`config.mk`:
```
export PLATFORM = sky130hd
export DESIGN_NAME = line_raster
export DESIGN_NICKNAME = d
export VERILOG_FILES = /design/src/rtl/lnd_pkg.sv /design/src/rtl/lnd_regs.sv /design/src/rtl/lnd_stepper.sv /design/src/rtl/lnd_rop.sv /design/src/rtl/line_raster.sv
export SDC_FILE = /design/constraint.sdc
export NUM_CORES = 1
export LEC_CHECK = 0
export ABC_AREA = 1
export BUFFER_PORTS_ARGS = -buffer_cell sky130_fd_sc_hd__buf_4
export CAP_MARGIN = 10
export CORE_MARGIN = 2
export CORE_UTILIZATION = 35
export DETAILED_ROUTE_END_ITERATION = 16
export PLACE_DENSITY_LB_ADDON = 0.2
export RECOVER_POWER = 100
export SETUP_SLACK_MARGIN = 0.2
export SYNTH_ARGS = -nofsm -noshare
export SYNTH_HDL_FRONTEND = slang
export SYNTH_SLANG_ARGS = --single-unit
```
`constraint.sdc`:
```
create_clock -name clk -period 16.4 [get_ports clk]
set_input_delay 1.64 -clock clk [delete_from_list [all_inputs] [get_ports clk]]
set_output_delay 1.64 -clock clk [all_outputs]
set_load 0.005 [all_outputs]
```
`src/rtl/lnd_pkg.sv`:
```
package lnd_pkg;
  localparam int CW = 16;        // coordinate field width
  localparam int LW = CW + 2;    // step / skip counter width

  typedef logic [CW-1:0] coord_t;

  typedef enum logic [2:0] {
    A_START = 3'd0, A_END = 3'd1, A_COLOR = 3'd2, A_OP = 3'd3,
    A_PMASK = 3'd4, A_LINE = 3'd5, A_DSTART = 3'd6, A_DNEXT = 3'd7
  } adr_e;

  typedef enum logic [3:0] {
    ROP_CLR = 4'd0, ROP_CPY = 4'd3, ROP_XOR = 4'd6, ROP_INV = 4'd10, ROP_SET = 4'd15
  } rop_e;

  typedef struct packed {
    coord_t        x0;
    coord_t        y0;
    coord_t        x1;
    coord_t        y1;
    logic          lim_en;
    logic [LW-1:0] skip;
    logic [LW-1:0] lim;
  } job_t;
endpackage

```
`src/rtl/lnd_regs.sv`:
```
module lnd_regs
  import lnd_pkg::*;
#(
  parameter int FB_W  = 1280,
  parameter int FB_H  = 1024,
  parameter int PIX_W = 8
) (
  input  logic             clk,
  input  logic             rst_n,
  input  logic             we,
  input  logic [2:0]       addr,
  input  logic [31:0]      wdata,
  input  logic             busy,
  output logic             go,
  output job_t             job,
  output logic [PIX_W-1:0] seg_col,
  output logic [PIX_W-1:0] pmask,
  output logic [3:0]       rop
);
  localparam logic [CW:0] WL = (CW+1)'(FB_W);
  localparam logic [CW:0] HL = (CW+1)'(FB_H);

  logic [31:0]      start_q, start_n, end_q, end_n;
  logic [PIX_W-1:0] fg_q, fg_n, bg_q, bg_n, pm_q, pm_n, col_q, col_n;
  logic             sel_q, sel_n;
  logic [3:0]       rop_q, rop_n;
  logic [LW-1:0]    skip_q, skip_n, len;
  logic             acc, reject;
  coord_t           sx, sy, ex, ey;

  always_comb begin
    sx     = start_q[31:16];
    sy     = start_q[15:0];
    ex     = end_q[31:16];
    ey     = end_q[15:0];
    reject = ({1'b0, sx} >= WL && {1'b0, ex} >= WL) ||
             ({1'b0, sy} >= HL && {1'b0, ey} >= HL);
    acc    = we && !busy;
    len    = {2'b00, wdata[31:16]};
    start_n = start_q; end_n = end_q; fg_n = fg_q; bg_n = bg_q;
    pm_n = pm_q; col_n = col_q; sel_n = sel_q; rop_n = rop_q; skip_n = skip_q;
    go  = 1'b0;
    job = '{x0: sx, y0: sy, x1: ex, y1: ey, lim_en: 1'b0, skip: '0, lim: len};
    if (acc) begin
      unique case (adr_e'(addr))
        A_START: start_n = wdata;
        A_END:   end_n   = wdata;
        A_COLOR: begin fg_n = wdata[PIX_W-1:0]; bg_n = wdata[16 +: PIX_W]; end
        A_OP:    begin sel_n = wdata[1]; rop_n = wdata[11:8]; end
        A_PMASK: pm_n = wdata[PIX_W-1:0];
        A_LINE: begin
          go    = !reject;
          col_n = sel_q ? fg_q : bg_q;
          if (wdata[0] && !reject) start_n = end_q;
        end
        A_DSTART: begin
          go         = !reject;
          col_n      = sel_q ? fg_q : bg_q;
          job.lim_en = 1'b1;
          skip_n     = len;
        end
        A_DNEXT: begin
          go         = !reject;
          col_n      = sel_q ? fg_q : bg_q;
          job.lim_en = 1'b1;
          job.skip   = skip_q;
          job.lim    = skip_q + len;
          skip_n     = skip_q + len;
          sel_n      = !sel_q;
        end
        default: ;
      endcase
    end
  end

  always_ff @(posedge clk or negedge rst_n) begin
    if (!rst_n) begin
      start_q <= '0; end_q <= '0; fg_q <= '0; bg_q <= '0;
      pm_q <= '1; col_q <= '0; sel_q <= 1'b0; rop_q <= ROP_CPY; skip_q <= '0;
    end else begin
      start_q <= start_n; end_q <= end_n; fg_q <= fg_n; bg_q <= bg_n;
      pm_q <= pm_n; col_q <= col_n; sel_q <= sel_n; rop_q <= rop_n; skip_q <= skip_n;
    end
  end

  assign seg_col = col_q;
  assign pmask   = pm_q;
  assign rop     = rop_q;

  // nothing that shapes a drawing changes while a line is in flight
  a_r12_drop_busy: assert property (@(posedge clk) disable iff (!rst_n)
    (we && busy) |=> ($stable(start_q) && $stable(sel_q) && $stable(skip_q) && $stable(rop_q)));
endmodule

```
`src/rtl/lnd_stepper.sv`:
```
module lnd_stepper
  import lnd_pkg::*;
#(
  parameter int FB_W = 1280,
  parameter int FB_H = 1024,
  localparam int AW  = $clog2(FB_W*FB_H)
) (
  input  logic          clk,
  input  logic          rst_n,
  input  logic          go,
  input  job_t          job,
  input  logic          px_ready,
  output logic          busy,
  output logic          px_valid,
  output logic [AW-1:0] px_addr
);
  localparam int EW = CW + 3;
  localparam logic [CW:0] WL = (CW+1)'(FB_W);
  localparam logic [CW:0] HL = (CW+1)'(FB_H);

  // setup, evaluated from the job presented with go
  coord_t dx, dy, dmaj, dmin, ma0, ma1, mi0, mi1;
  logic   swp, flip;
  logic signed [EW-1:0] h0, d0, e0;

  always_comb begin
    dx   = (job.x1 >= job.x0) ? job.x1 - job.x0 : job.x0 - job.x1;
    dy   = (job.y1 >= job.y0) ? job.y1 - job.y0 : job.y0 - job.y1;
    swp  = dy > dx;
    dmaj = swp ? dy : dx;
    dmin = swp ? dx : dy;
    ma0  = swp ? job.y0 : job.x0;
    ma1  = swp ? job.y1 : job.x1;
    mi0  = swp ? job.x0 : job.y0;
    mi1  = swp ? job.x1 : job.y1;
    flip = ma0 > ma1;
    h0   = $signed({2'b00, dmin, 1'b0});
    d0   = h0 - $signed({2'b00, dmaj, 1'b0});
    e0   = h0 - $signed({3'b000, dmaj});
  end

  logic                 busy_q, busy_n, swp_q, swp_n, neg_q, neg_n, le_q, le_n;
  coord_t               a_q, a_n, ae_q, ae_n, b_q, b_n;
  logic signed [EW-1:0] e_q, e_n, h_q, h_n, d_q, d_n;
  logic [LW-1:0]        k_q, k_n, sk_q, sk_n, lim_q, lim_n;
  coord_t               px_x, px_y;
  logic                 in_buf, wr, adv, last;

  always_comb begin
    px_x   = swp_q ? b_q : a_q;
    px_y   = swp_q ? a_q : b_q;
    in_buf = ({1'b0, px_x} < WL) && ({1'b0, px_y} < HL);
    wr     = in_buf && (k_q >= sk_q);
    adv    = busy_q && (!wr || px_ready);
    last   = (a_q == ae_q) || (le_q && ((k_q + LW'(1)) >= lim_q));
    busy_n = busy_q; swp_n = swp_q; neg_n = neg_q; le_n = le_q;
    a_n = a_q; ae_n = ae_q; b_n = b_q; e_n = e_q; h_n = h_q; d_n = d_q;
    k_n = k_q; sk_n = sk_q; lim_n = lim_q;
    if (go && !busy_q) begin
      busy_n = 1'b1;
      swp_n  = swp;
      a_n    = flip ? ma1 : ma0;
      ae_n   = flip ? ma0 : ma1;
      b_n    = flip ? mi1 : mi0;
      neg_n  = flip ? (mi1 > mi0) : (mi0 > mi1);
      e_n = e0; h_n = h0; d_n = d0;
      k_n = '0; sk_n = job.skip; lim_n = job.lim; le_n = job.lim_en;
    end else if (adv) begin
      if (last) begin
        busy_n = 1'b0;
      end else begin
        a_n = a_q + CW'(1);
        k_n = k_q + LW'(1);
        if (e_q > 0) begin
          b_n = neg_q ? b_q - CW'(1) : b_q + CW'(1);
          e_n = e_q + d_q;
        end else begin
          e_n = e_q + h_q;
        end
      end
    end
  end

  always_ff @(posedge clk or negedge rst_n) begin
    if (!rst_n) begin
      busy_q <= 1'b0; swp_q <= 1'b0; neg_q <= 1'b0; le_q <= 1'b0;
      a_q <= '0; ae_q <= '0; b_q <= '0; e_q <= '0; h_q <= '0; d_q <= '0;
      k_q <= '0; sk_q <= '0; lim_q <= '0;
    end else begin
      busy_q <= busy_n; swp_q <= swp_n; neg_q <= neg_n; le_q <= le_n;
      a_q <= a_n; ae_q <= ae_n; b_q <= b_n; e_q <= e_n; h_q <= h_n; d_q <= d_n;
      k_q <= k_n; sk_q <= sk_n; lim_q <= lim_n;
    end
  end

  assign busy     = busy_q;
  assign px_valid = busy_q && wr;
  assign px_addr  = AW'(px_y) * AW'(FB_W) + AW'(px_x);

  a_r11_hold: assert property (@(posedge clk) disable iff (!rst_n)
    (px_valid && !px_ready) |=> (px_valid && $stable(px_addr)));
  a_r5_inbuf: assert property (@(posedge clk) disable iff (!rst_n)
    px_valid |-> ({1'b0, px_addr} < (AW+1)'(FB_W*FB_H)));
  a_r12_go_idle: assert property (@(posedge clk) disable iff (!rst_n)
    go |-> !busy_q);
endmodule

```
`src/rtl/lnd_rop.sv`:
```
module lnd_rop
  import lnd_pkg::*;
#(
  parameter int PIX_W = 8
) (
  input  logic [PIX_W-1:0] color,
  input  logic [PIX_W-1:0] pmask,
  input  logic [3:0]       rop,
  output logic [PIX_W-1:0] keep,
  output logic [PIX_W-1:0] flip
);
  always_comb begin
    keep = '1;
    flip = '0;
    case (rop_e'(rop))
      ROP_CLR: keep = ~pmask;
      ROP_CPY: begin keep = ~pmask; flip = color & pmask; end
      ROP_XOR: flip = color & pmask;
      ROP_INV: flip = pmask;
      ROP_SET: begin keep = ~pmask; flip = pmask; end
      default: ;
    endcase
  end
endmodule

```
`src/rtl/line_raster.sv`:
```
module line_raster
  import lnd_pkg::*;
#(
  parameter int FB_W  = 1280,
  parameter int FB_H  = 1024,
  parameter int PIX_W = 8,
  localparam int AW   = $clog2(FB_W*FB_H)
) (
  input  logic             clk,
  input  logic             rst_n,
  input  logic             cfg_we,
  input  logic [2:0]       cfg_addr,
  input  logic [31:0]      cfg_wdata,
  output logic             busy,
  output logic             px_valid,
  input  logic             px_ready,
  output logic [AW-1:0]    px_addr,
  output logic [PIX_W-1:0] px_keep,
  output logic [PIX_W-1:0] px_flip
);
  logic [1:0] rs_q;
  logic       rst_i;

  always_ff @(posedge clk or negedge rst_n) begin
    if (!rst_n) rs_q <= '0;
    else        rs_q <= {rs_q[0], 1'b1};
  end
  assign rst_i = rs_q[1];

  logic             go;
  job_t             job;
  logic [PIX_W-1:0] seg_col, pmask;
  logic [3:0]       rop;

  lnd_regs #(.FB_W(FB_W), .FB_H(FB_H), .PIX_W(PIX_W)) regs_i (
    .clk(clk), .rst_n(rst_i), .we(cfg_we), .addr(cfg_addr), .wdata(cfg_wdata),
    .busy(busy), .go(go), .job(job), .seg_col(seg_col), .pmask(pmask), .rop(rop));

  lnd_stepper #(.FB_W(FB_W), .FB_H(FB_H)) step_i (
    .clk(clk), .rst_n(rst_i), .go(go), .job(job), .px_ready(px_ready),
    .busy(busy), .px_valid(px_valid), .px_addr(px_addr));

  lnd_rop #(.PIX_W(PIX_W)) rop_i (
    .color(seg_col), .pmask(pmask), .rop(rop), .keep(px_keep), .flip(px_flip));

  // planes outside the mask are never disturbed, whatever the code
  a_r7_planes: assert property (@(posedge clk) disable iff (!rst_i)
    px_valid |-> (((px_keep | pmask) == '1) && ((px_flip & ~pmask) == '0)));
endmodule

```
# Word level (Yosys, flattened, before mapping)
# Index checks and enable logic that the tools add are counted.
[totals]
ff_bits = 281
inputBits = 39
[classes]
add_sub_neg = 14
mul = 1
order_cmp = 15
eq_ne = 14
mux = 44
bitwise_logic = 2
n_reduce_logical = 41
[ops]
columns = ["cell", "n"]
rows = [
  ["$mux 16", 21],
  ["$mux 19", 4],
  ["$ge 16x11->1 const B", 4],
  ["$gt 16x16->1", 4],
  ["$pmux 32 s2", 1],
  ["$sub 16x16->16", 4],
  ["$mux 18", 3],
  ["$mux 37", 1],
  ["$ge 18x18->1", 2],
  ["$mux 36", 1],
  ["$pmux 18 s2", 1],
  ["$add 16x1->16 const B", 2],
  ["$ge 16x16->1", 2],
  ["$lt 16x11->1 const B", 2],
  ["$mux 32", 1],
  ["$add 21x16->21", 1],
  ["$add 19x18->19", 1],
  ["$add 19x19->19", 1],
  ["$gt 19x1->1 const B", 1],
  ["$add 18x1->18 const B", 1],
  ["$add 18x16->18", 1],
  ["$reduce_and 2->1", 9],
  ["$sub 17x16->18", 1],
  ["$sub 17x17->18", 1],
  ["other kinds (26)", 61],
]

# Longest topological paths before layout
# Gate-level depths: netlist of the first run.
[logic_depth]
ltp_word = 9
ltp_mapped = 47

# Cells and area by module
# Synthesis of the first run repeated with hierarchy kept, for this count alone.
[hier_totals]
cells_unflattened = 4015
area_unflattened_um2 = 26058.7
[by_module_without_submodules]
columns = ["module", "n_inst", "cells_each", "area_per_inst_um2"]
rows = [
  ["lnd_stepper", 1, 3049, 19232.2],
  ["lnd_regs", 1, 895, 6496.2],
  ["lnd_rop", 1, 68, 276.5],
  ["line_raster", 1, 3, 53.8],
]

# Worst setup path after synthesis of the first run
# No wires, ideal clock.
[synth_timing]
path_type = "reg-to-reg"
start = "register regs_i.end_q[0]"
end = "register step_i.e_q[16]"
setup_ns = 0.119
arrival_time_ns = 6.388
slack_ns = 9.892
path_stages_with_launch = 45
n_path_buf = 1
synth_period_minus_slack_ns = 6.508
path_cell_list = "dfrtp_1 > inv_1 > ha_1 > inv_1 > fa_1 > nand2_1 > nand2_1 > nand3_1 > nand3_1 > nand2_2 > nand2_2 > inv_1 > nand2_1 > o21ai_0 > o221ai_1 > xnor2_1 > inv_1 > ha_1 > [9 not listed] > nand2_2 > inv_1 > fa_1 > o21ai_0 > a21oi_1 > o21ai_0 > a21o_1 > a21oi_1 > o21ai_0 > a31oi_1 > o21ai_0 > nand2_1 > nand2_1 > a21oi_1 > nand3_1 > nand3_1 > o22ai_1 > inv_1"
[synth_via]
elab_chain_cells = 9
elab_cells_between_ends = 19
[synth_lines]
columns = ["element", "line_no", "source"]
rows = [
  ["start: declaration", "lnd_regs.sv:23", "logic [31:0] start_q, start_n, end_q, end_n;"],
  ["start signal: assignment", "lnd_regs.sv:81", "start_q <= start_n; end_q <= end_n; fg_q <= fg_n; bg_q <= bg_n;"],
  ["parallel branches: the longest is 9 deep, another holds $sub 17x16->18", "--", ""],
  ["end signal: assignment", "lnd_stepper.sv:91", "a_q <= a_n; ae_q <= ae_n; b_q <= b_n; e_q <= e_n; h_q <= h_n; d_q <= d_n;"],
  ["end: declaration", "lnd_stepper.sv:44", "logic signed [EW-1:0] e_q, e_n, h_q, h_n, d_q, d_n;"],
]
# Several ways; the timed one is not identified.
# A chain may end at the register's enable or synchronous reset.

# Worst setup path in the final report of the first run
[layout_timing]
start = "register regs_i.end_q[0]"
end = "register step_i.a_q[13]"
[layout_via]
elab_chain_cells = 9
elab_cells_between_ends = 20
[layout_lines]
columns = ["element", "line_no", "source"]
rows = [
  ["parallel branches: the longest is 9 deep, another holds $sub 16x16->16", "--", ""],
  ["end signal: assignment", "lnd_stepper.sv:91", ""],
  ["end: declaration", "lnd_stepper.sv:43", "coord_t a_q, a_n, ae_q, ae_n, b_q, b_n;"],
]
# Several ways; the timed one is not identified.

==> impl_metrics.toml, run 1 <==
[status]
status = "complete, but fails checks"
violations = "max-capacitance violations, max-slew violations"

[global_routing]
grt_max_degree = 179
grt_pass1_vias = 21000
antenna_found_initial = 0
grtUsageTotal = 0.218
grt_pass1_wl_um = 120000
grt-ovfl-total = 0

[synth]
ys_seq_elements = 279
synth_top_area_frac = 0.286
synth_top_area_cell = "dfrtp_1"
yosys-top-cells-area = "dfrtp_1 29%, nand2_1 14%, ha_1 13%"
synth_cells = 3301
synth_fp_nets = 3587
synth.distinct_cells = 66
avgSynthCellArea_um2 = 7.13
netlist_area_mm2 = 0.0235
yosys_warnings = 0
yosysSeqAreaShare = 0.297
synth_edf_count = 0
synth-async-reset-ratio = 1.00
ys.flop_type = "dfrtp_1"

[timing]
finalMaxSlewViolations = 787
period_needed_ns = 11.43
min_period_over_period = 0.697
skew_ns = 0.0268
slew_headroom = -3.97
rsz0062_at_grt = "no"
max_freq_mhz = 87.5
worst_pin_slew_ns = 7.45
setup_viol = 0
timing.final.hold_violations = 0
setup_tns_ns = 0

[cts]
cts_tree = "yes"
clockBufferDepth = 3
clock_sinks = 279
htreeDepth = 2
postCtsHoldBufs = 0
numCtsBuffers = 37
clk_latency_ns = 0.58
path_clk_slew_ns = 0.06
clock-root-buffer = "clkbuf_16"
post_cts_buffers = 0
post_cts_resized = 0

[routing]
remaining_drc_errors = 0
viasPerCell = 5.12
first_pass_iters = 6
wirelength_um = 75200
drtAntennaViolNets = 0
post_drt_wl_per_cell_um = 17.9
vias = 21600
drtIter0Drc = 1528

[final_layout]
area_delta_synth_final_pct = 10.1
fin_nets = 3598
multiInputGateArea_mm2 = 0.0144
fillerInstances = 7197
num_antenna_cells = 0
drive_gt1_frac = 0.0602
regArea_mm2 = 0.00699

[job]
drv_cap = 15

[die]
io_pins = 78
initial_utilization = 0.352
die_area_mm2 = 0.0693
die_w_um = 263
fp-row-count = 95
core-area_mm2 = 0.0669
die_h_um = 263

[place]
io_buffers = 77
globalplace.congestion = 0.932
dp_hpwl_um = 58000

[worst_setup_path]
crit_path_max_incr_delay_ns = 1.62
crit_slowest_cell = "clkbuf_1"
crit_required_ns = 16.74
endpoint_kind = "register"
start_kind = "register"
cp_max_fo = 178
cp_data_arrival_time_ns = 11.77
critPathKind = "register to register"
path_common_cell = "nand2_1"

[min_path]
hold_path_class = "register to register"
==> cell usage after synthesis (all sizes together) (3+ instances only) <==
cell type  count
ha           237
nor2         168
nand2        883
clkbuf        91
a21boi        10
nor4          12
xnor2         52
a21oi        210
a31oi         21
o22ai         19
o31ai          4
a21o          10
mux2i          9
o211ai        60
o21a          11
nand3        123
dfstp         10
nand3b        14
a221oi         4
xor2          79
a211oi        10
or2            9
a22oi         11
fa            10
nor3          28
dfrtp        269
clkinv         3
inv          395
o21ai        441
o21bai        10
o221ai         8
nand4         25
buf           35
==> area by class of cell <==
type	instances	share of cell area
Clock buffer	56	0.0416
Inverter	398	0.0577
Tap cell	873	0.0421
Clock inverter	10	0.00632
Sequential cell	279	0.270
Timing Repair Buffer	98	0.0256
Multi-Input combinational cell	2498	0.557
==> critical path, delay by kind of cell (launching register included) <==
family	cells	cell delay, ns
compound gates	13	2.78
xor+xnor	1	0.31
fa+ha+maj	4	1.33
buf+inv	8	3.73
flops	1	0.41
simple gates	16	2.53
==> metal layers <==
layer | wire, µm | GRT usage | vias up | part of all wire
met5 | 0 | 0 | - | 0
met4 | 2180 | 0.0703 | 0 | 0.029
li1 | - | - | 11000 | -
met2 | 33700 | 0.354 | 462 | 0.45
met1 | 35500 | 0.298 | 9974 | 0.47
met3 | 3770 | 0.0299 | 119 | 0.050
==> kinds of logic (layout without fill, tap and decap cells) <==
| kind of cell | Yosys count | in the layout | synth area share |
|---|---|---|---|
| AO/OA/AOI/OAI | 845 | 845 | 0.203 |
| XOR/XNOR | 131 | 131 | 0.0487 |
| AND/OR/NAND/NOR | 1265 | 1265 | 0.223 |
| flip-flops | 279 | 279 | 0.297 |
| multiplexers | 9 | 9 | 0.00383 |
| other | 1 | 1 | 0.000159 |
| adder cells (fa/ha/maj) | 247 | 247 | 0.134 |
| buffers and inverters | 524 | 562 | 0.0895 |
==> final timing paths <==
kind	from	endpoint	depth (start not counted)	slack, ns
worst max-delay path	regs_i.end_q[0]	step_i.a_q[13]	42	4.97
worst min register to register	rs_q[0]	rs_q[1]	0	0.35
worst max register to register	regs_i.end_q[0]	step_i.a_q[13]	42	4.97
min in group asynchronous	rs_q[1]	step_i.lim_q[13]	0	0.65
worst min-delay path	rs_q[0]	rs_q[1]	0	0.35
max in group asynchronous	rs_q[1]	step_i.b_q[13]	1	7.83
==> cells in the final DEF, fill, tap and decap left out, types with 11 or more instances in the layout <==
master | Yosys | final
clkbuf_1 | 91 | 31
ha_1 | 237 | 237
o21ai_1 | 76 | 57
nand3b_1 | 13 | 13
inv_1 | 393 | 393
o21a_1 | 11 | 11
nand2_1 | 861 | 862
clkbuf_16 | 0 | 38
nand2_2 | 19 | 18
nand4_1 | 25 | 25
nor3_1 | 27 | 25
a21oi_1 | 203 | 204
clkbuf_4 | 0 | 21
nand3_1 | 119 | 121
xnor2_1 | 52 | 52
o21ai_0 | 354 | 374
dfrtp_1 | 269 | 269
o211ai_1 | 60 | 60
a31oi_1 | 21 | 21
a22oi_1 | 11 | 11
nor2_1 | 163 | 163
buf_4 | 9 | 58
o22ai_1 | 19 | 19
xor2_1 | 79 | 79
nor4_1 | 12 | 12
==> state kept, by name, summed over array words and instances, names as in the netlist, 4 cells and up <==
| signal | count |
|---|---|
| step_i.lim_q | 18 |
| regs_i.pmask | 8 |
| regs_i.skip_q | 18 |
| step_i.sk_q | 18 |
| step_i.ae_q | 16 |
| step_i.a_q | 16 |
| regs_i.end_q | 32 |
| regs_i.seg_col | 8 |
| step_i.k_q | 18 |
| step_i.b_q | 16 |
| regs_i.start_q | 32 |
| regs_i.rop | 4 |
| regs_i.bg_q | 8 |
| regs_i.fg_q | 8 |
| step_i.e_q | 19 |
| step_i.d_q | 17 |
| step_i.h_q | 16 |
==> through the flow <==
stage | cells | utilization | hold slack, ns | setup WS, ns | instance area [µm²]
2_1_floorplan | 3301 | - | 0.331 | 8.07 | 23500
3_3_place_gp | 4146 | 0.371 | 0.336 | 7.41 | 24800
3_5_place_dp | 4146 | 0.371 | 0.333 | 7.25 | 24800
4_1_cts | 4212 | 0.389 | 0.339 | 7.23 | 26100
5_1_grt | 4212 | 0.387 | 0.376 | 3.35 | 25900
6_report | 4212 | 0.387 | 0.351 | 4.97 | 25900
Power of run 1 is left out: the tool's default activity adds up to more than one toggle a clock period on the data nets, which glitch-free logic cannot reach.
==> run 2: changes to the inputs <==
==> constraint.sdc (replaced) <==
create_clock -name clk -period 9.4 [get_ports clk]
set_input_delay 0.94 -clock clk [delete_from_list [all_inputs] [get_ports clk]]
set_output_delay 0.94 -clock clk [all_outputs]
set_load 0.005 [all_outputs]
==> run 2 against run 1 <==
The flow still finishes with violations (max-capacitance violations, max-slew violations). Die area unchanged. Clock skew down 0.0031 ns. Final cell count grew 0.12%. Register-to-register slack worse by 3.9 ns. Setup slack got worse by 3.9 ns. Global-route usage is 0.088 points lower. Non-clock buffer count up 5. Largest cell class unchanged. Critical path depth decreased by 7. Flip-flop and latch count stayed put. Fmax increased by 38%. Via count rose by 0.34%.
==> impl_metrics.toml, run 2 (synthesis results as in run 1) <==
[status]
status = "complete, but fails checks"
violations = "max-capacitance violations, max-slew violations"

[final_layout]
area_delta_synth_final_pct = 10.3
mostFrequentLayoutCell = "nand2_1"
final_cells = 4217
postLayoutCoreUtil = 0.388
reg.largest.list = "regs_i.end_q: 32 flops, regs_i.start_q: 32 flops, step_i.e_q: 19 flops"
drive_gt1_frac = 0.0619
fillerInstances = 7111
num_antenna_cells = 0
layout_common_cells = "862 x nand2_1, 394 x inv_1, 375 x o21ai_0"
fin_nets = 3602

[timing]
setup_tns_ns = 0
slew_headroom = -1.54
worst_slack_ns = 1.09
timing.final.hold_violations = 0
rsz0062_at_grt = "no"
setup_viol = 0
skew_ns = 0.0237
finalMaxSlewViolations = 559
period_needed_ns = 8.31
worst_pin_slew_ns = 3.81
min_period_over_period = 0.884
max_freq_mhz = 120

[routing]
first_pass_iters = 5
vias = 21700
drtAntennaViolNets = 0
drtIter0Drc = 1511
viasPerCell = 5.14
remaining_drc_errors = 0
wirelength_um = 75100
post_drt_wl_per_cell_um = 17.8

[worst_setup_path]
start_kind = "register"
endpoint_kind = "register"
crit_path_max_incr_delay_ns = 0.55
path_common_cell = "o21ai_0"
cp_max_fo = 59
crit_slowest_cell = "dfrtp_1"
crit_required_ns = 9.84
path_delay_family = "compound AO/OA/AOI/OAI gates"
cp_data_arrival_time_ns = 8.75
path_buf_inv = 4
critPathKind = "register to register"

[place]
globalplace.congestion = 0.922
placed_cells = 4150
io_buffers = 77
dp_slack_ns = 1.07
dp_hpwl_um = 58900

[cts]
cts_tree = "yes"
clockBufferDepth = 3
clk_latency_ns = 0.56
clock-root-buffer = "clkbuf_16"
postCtsHoldBufs = 0
htreeDepth = 2
path_clk_slew_ns = 0.06
clock_sinks = 279
numCtsBuffers = 36

[die]
die_h_um = 263
initial_utilization = 0.352
core-area_mm2 = 0.0669
fp-row-count = 95
io_pins = 78
die_area_mm2 = 0.0693
die_w_um = 263

[global_routing]
antenna_found_initial = 2
grt-ovfl-total = 0
grt_pass1_vias = 20900
grtUsageTotal = 0.217
grt_max_degree = 86
grt_pass1_wl_um = 119000

[min_path]
hold_path_class = "input pin to async pin"

[job]
drv_cap = 11
-- run 2: cell types whose count changed in the layout (fill, tap and decap cells not counted), sizes merged --
| cell | previous run | this run |
|---|---|---|
| bufinv | 3 | 4 |
| buf | 58 | 61 |
| clkbuf | 96 | 91 |
| clkinv | 6 | 14 |
| inv | 397 | 395 |
-- run 2: what timing repair did --
item                                    4_1_cts  5_1_grt
resized for setup                             0        1
buffers inserted                              0        0
endpoints found under the setup margin        0        1
-- run 2: routing by layer --
layer  GRT usage  wire length (µm)  vias to the layer above
met1       0.299             35500                    10100
met3      0.0350              3900                       90
met2       0.354             33900                      463
met5           0                 0                        -
li1            -                 -                    11000
met4      0.0551              1810                        0
-- run 2: final timing paths --
check	start	endpoint	slack, ns	cells past startpoint
worst max register to register	regs_i.end_q[28]	step_i.e_q[16]	1.09	35
min in group clk	rs_q[0]	rs_q[1]	0.35	0
worst min-delay path	rst_n	rs_q[0]	0.17	1
worst max-delay path	regs_i.end_q[28]	step_i.e_q[16]	1.09	35
worst min register to register	rs_q[0]	rs_q[1]	0.35	0
max in group asynchronous	rs_q[1]	step_i.neg_q	2.26	2
-- run 2: area by class of cell --
class	instances	area [µm²]	share of cell area
Timing Repair Buffer	103	707	0.0272
Sequential cell	279	6990	0.269
Multi-Input combinational cell	2498	14400	0.555
Clock buffer	49	1050	0.0405
Tap cell	873	1090	0.0421
Clock inverter	17	206	0.00795
Inverter	398	1500	0.0576
-- run 2: metrics by stage --
step,hold slack (ns),cell area (µm²)
finish,0.167,26000
global placement,0.336,24800
global route,0.162,26000
detailed placement,0.340,24800
floorplan,0.331,23500
CTS,0.137,26100
Power of run 2 is left out for the same reason.
==> run 3: changes to the inputs <==
==> constraint.sdc (replaced) <==
create_clock -name clk -period 9.4 [get_ports clk]
set_input_delay 1.88 -clock clk [delete_from_list [all_inputs] [get_ports clk]]
set_output_delay 1.88 -clock clk [all_outputs]
set_load 0.005 [all_outputs]
==> run 3 against run 2 <==
The flow still finishes with violations (max-capacitance violations, max-slew violations). Non-clock buffer count stayed put. Flip-flop and latch count is the same. First-iteration DRC count down 9.7%. Final cell count about the same. Final area increased by 0.20%. Count of clock-buffer cells in the layout increased by 1. Fmax decreased by 1.7%. Clock skew rose by 0.012 ns. Register-to-register slack lost 0.14 ns. Sequential share of layout area is 0.053 points lower. Global-route usage decreased by 0.074 points. Critical path type unchanged.
==> impl_metrics.toml, run 3 (synthesis results as in run 1) <==
[status]
status = "complete, but fails checks"
violations = "max-capacitance violations, max-slew violations"

[die]
initial_utilization = 0.352
die_area_mm2 = 0.0693
fp-row-count = 95
core-area_mm2 = 0.0669
die_h_um = 263
die_w_um = 263
io_pins = 78

[timing]
worst_slack_ns = 0.952
timing.final.hold_violations = 0
rsz0062_at_grt = "no"
finalMaxSlewViolations = 581
period_needed_ns = 8.45
setup_viol = 0
skew_ns = 0.0361
setup_tns_ns = 0
slew_headroom = -3.69
min_period_over_period = 0.899
worst_pin_slew_ns = 7.04
max_freq_mhz = 118

[cts]
cts_tree = "yes"
htreeDepth = 2
clk_latency_ns = 0.57
path_clk_slew_ns = 0.07
clock-root-buffer = "clkbuf_16"
clock_sinks = 279
postCtsHoldBufs = 0
clockBufferDepth = 3
numCtsBuffers = 37

[worst_setup_path]
timing.rr.start = "regs_i.end_q[29]"
start_kind = "register"
crit_required_ns = 9.84
endpoint_kind = "register"
path_common_cell = "o21ai_0"
crit_path_max_incr_delay_ns = 0.52
cp_data_arrival_time_ns = 8.88
critPathKind = "register to register"
startpoint = "regs_i.end_q[29]"
crit_slowest_cell = "fa_1"
cp_max_fo = 42

[job]
drv_cap = 10

[global_routing]
antenna_found_initial = 1
grt_pass1_vias = 20800
grtUsageTotal = 0.216
grt-ovfl-total = 0
grt_max_degree = 150
grt_pass1_wl_um = 119000

[routing]
vias = 21600
drtAntennaViolNets = 0
post_drt_wl_per_cell_um = 17.9
remaining_drc_errors = 0
wirelength_um = 75500
drtIter0Drc = 1365
first_pass_iters = 5
viasPerCell = 5.13

[final_layout]
num_antenna_cells = 0
fin_nets = 3604
reg.largest.list = "regs_i.end_q: 32 flops, regs_i.start_q: 32 flops, step_i.e_q: 19 flops"
layout_common_cells = "863 x nand2_1, 393 x inv_1, 378 x o21ai_0"
area_delta_synth_final_pct = 10.5
mostFrequentLayoutCell = "nand2_1"
drive_gt1_frac = 0.0634

[place]
dp_hpwl_um = 57800
io_buffers = 77
dp_slack_ns = 0.881
globalplace.congestion = 0.914

[min_path]
hold_path_class = "register to async pin"
==> run 3: changes by cell type in the layout (fill, tap and decap cells not counted), moves of 2 or more <==
cell / previous run / this run
buf_4: 60 / 63
o21ai_0: 375 / 378
o21ai_1: 57 / 54
clkbuf_1: 26 / 24
clkbuf_4: 21 / 23
clkbuf_8: 6 / 4
clkinv_2: 9 / 7
clkinv_4: 2 / 0
inv_6: 0 / 2
==> run 3: worst paths after layout <==
check | depth (start not counted) | slack [ns] | to
hold / removal | 0 | 0.26 | step_i.k_q[5]
max in group asynchronous | 1 | 1.76 | step_i.b_q[15]
setup / recovery | 35 | 0.95 | step_i.e_q[16]
hold reg to reg | 0 | 0.26 | step_i.k_q[5]
min in group clk | 0 | 0.35 | rs_q[1]
setup reg to reg | 35 | 0.95 | step_i.e_q[16]
==> run 3: timing repair <==
item                       in CTS  in global routing
setup endpoints to repair       0                 10
setup buffers                   0                  0
gates resized for setup         0                  1
==> run 3: through the flow <==
step                      cells  cell area, µm²   util  hold slack, ns
after floorplan            3301           23500      -           0.331
after global placement     4150           24800  0.371           0.197
after detailed placement   4150           24800  0.371           0.197
after CTS                  4216           26100  0.390           0.199
after global routing       4218           26000  0.389           0.329
final                      4218           26000  0.389           0.263
==> run 3: metal layers <==
metal	up-vias	GRT usage	routed length [µm]
met5	-	0	0
met4	0	0.0550	1550
met3	76	0.0275	3080
met2	413	0.350	34300
met1	10100	0.305	36600
li1	11000	-	-
==> run 3: critical path: cells and delay by family (launching register included) <==
family	cells	cell delay [ns]
AO/OA/AOI/OAI	16	3.50
XOR/XNOR	1	0.42
adder cells (fa/ha/maj)	3	1.39
buffers and inverters	4	0.57
flip-flops	1	0.42
AND/OR/NAND/NOR	11	2.00
==> run 3: cell type report <==
type	instances	area (µm²)
Clock buffer	50	1040
Inverter	398	1500
Tap cell	873	1090
Multi-Input combinational cell	2499	14400
Clock inverter	16	240
Fill cell	7091	40900
Sequential cell	279	6990
Timing Repair Buffer	103	718
Power of run 3 is left out for the same reason.
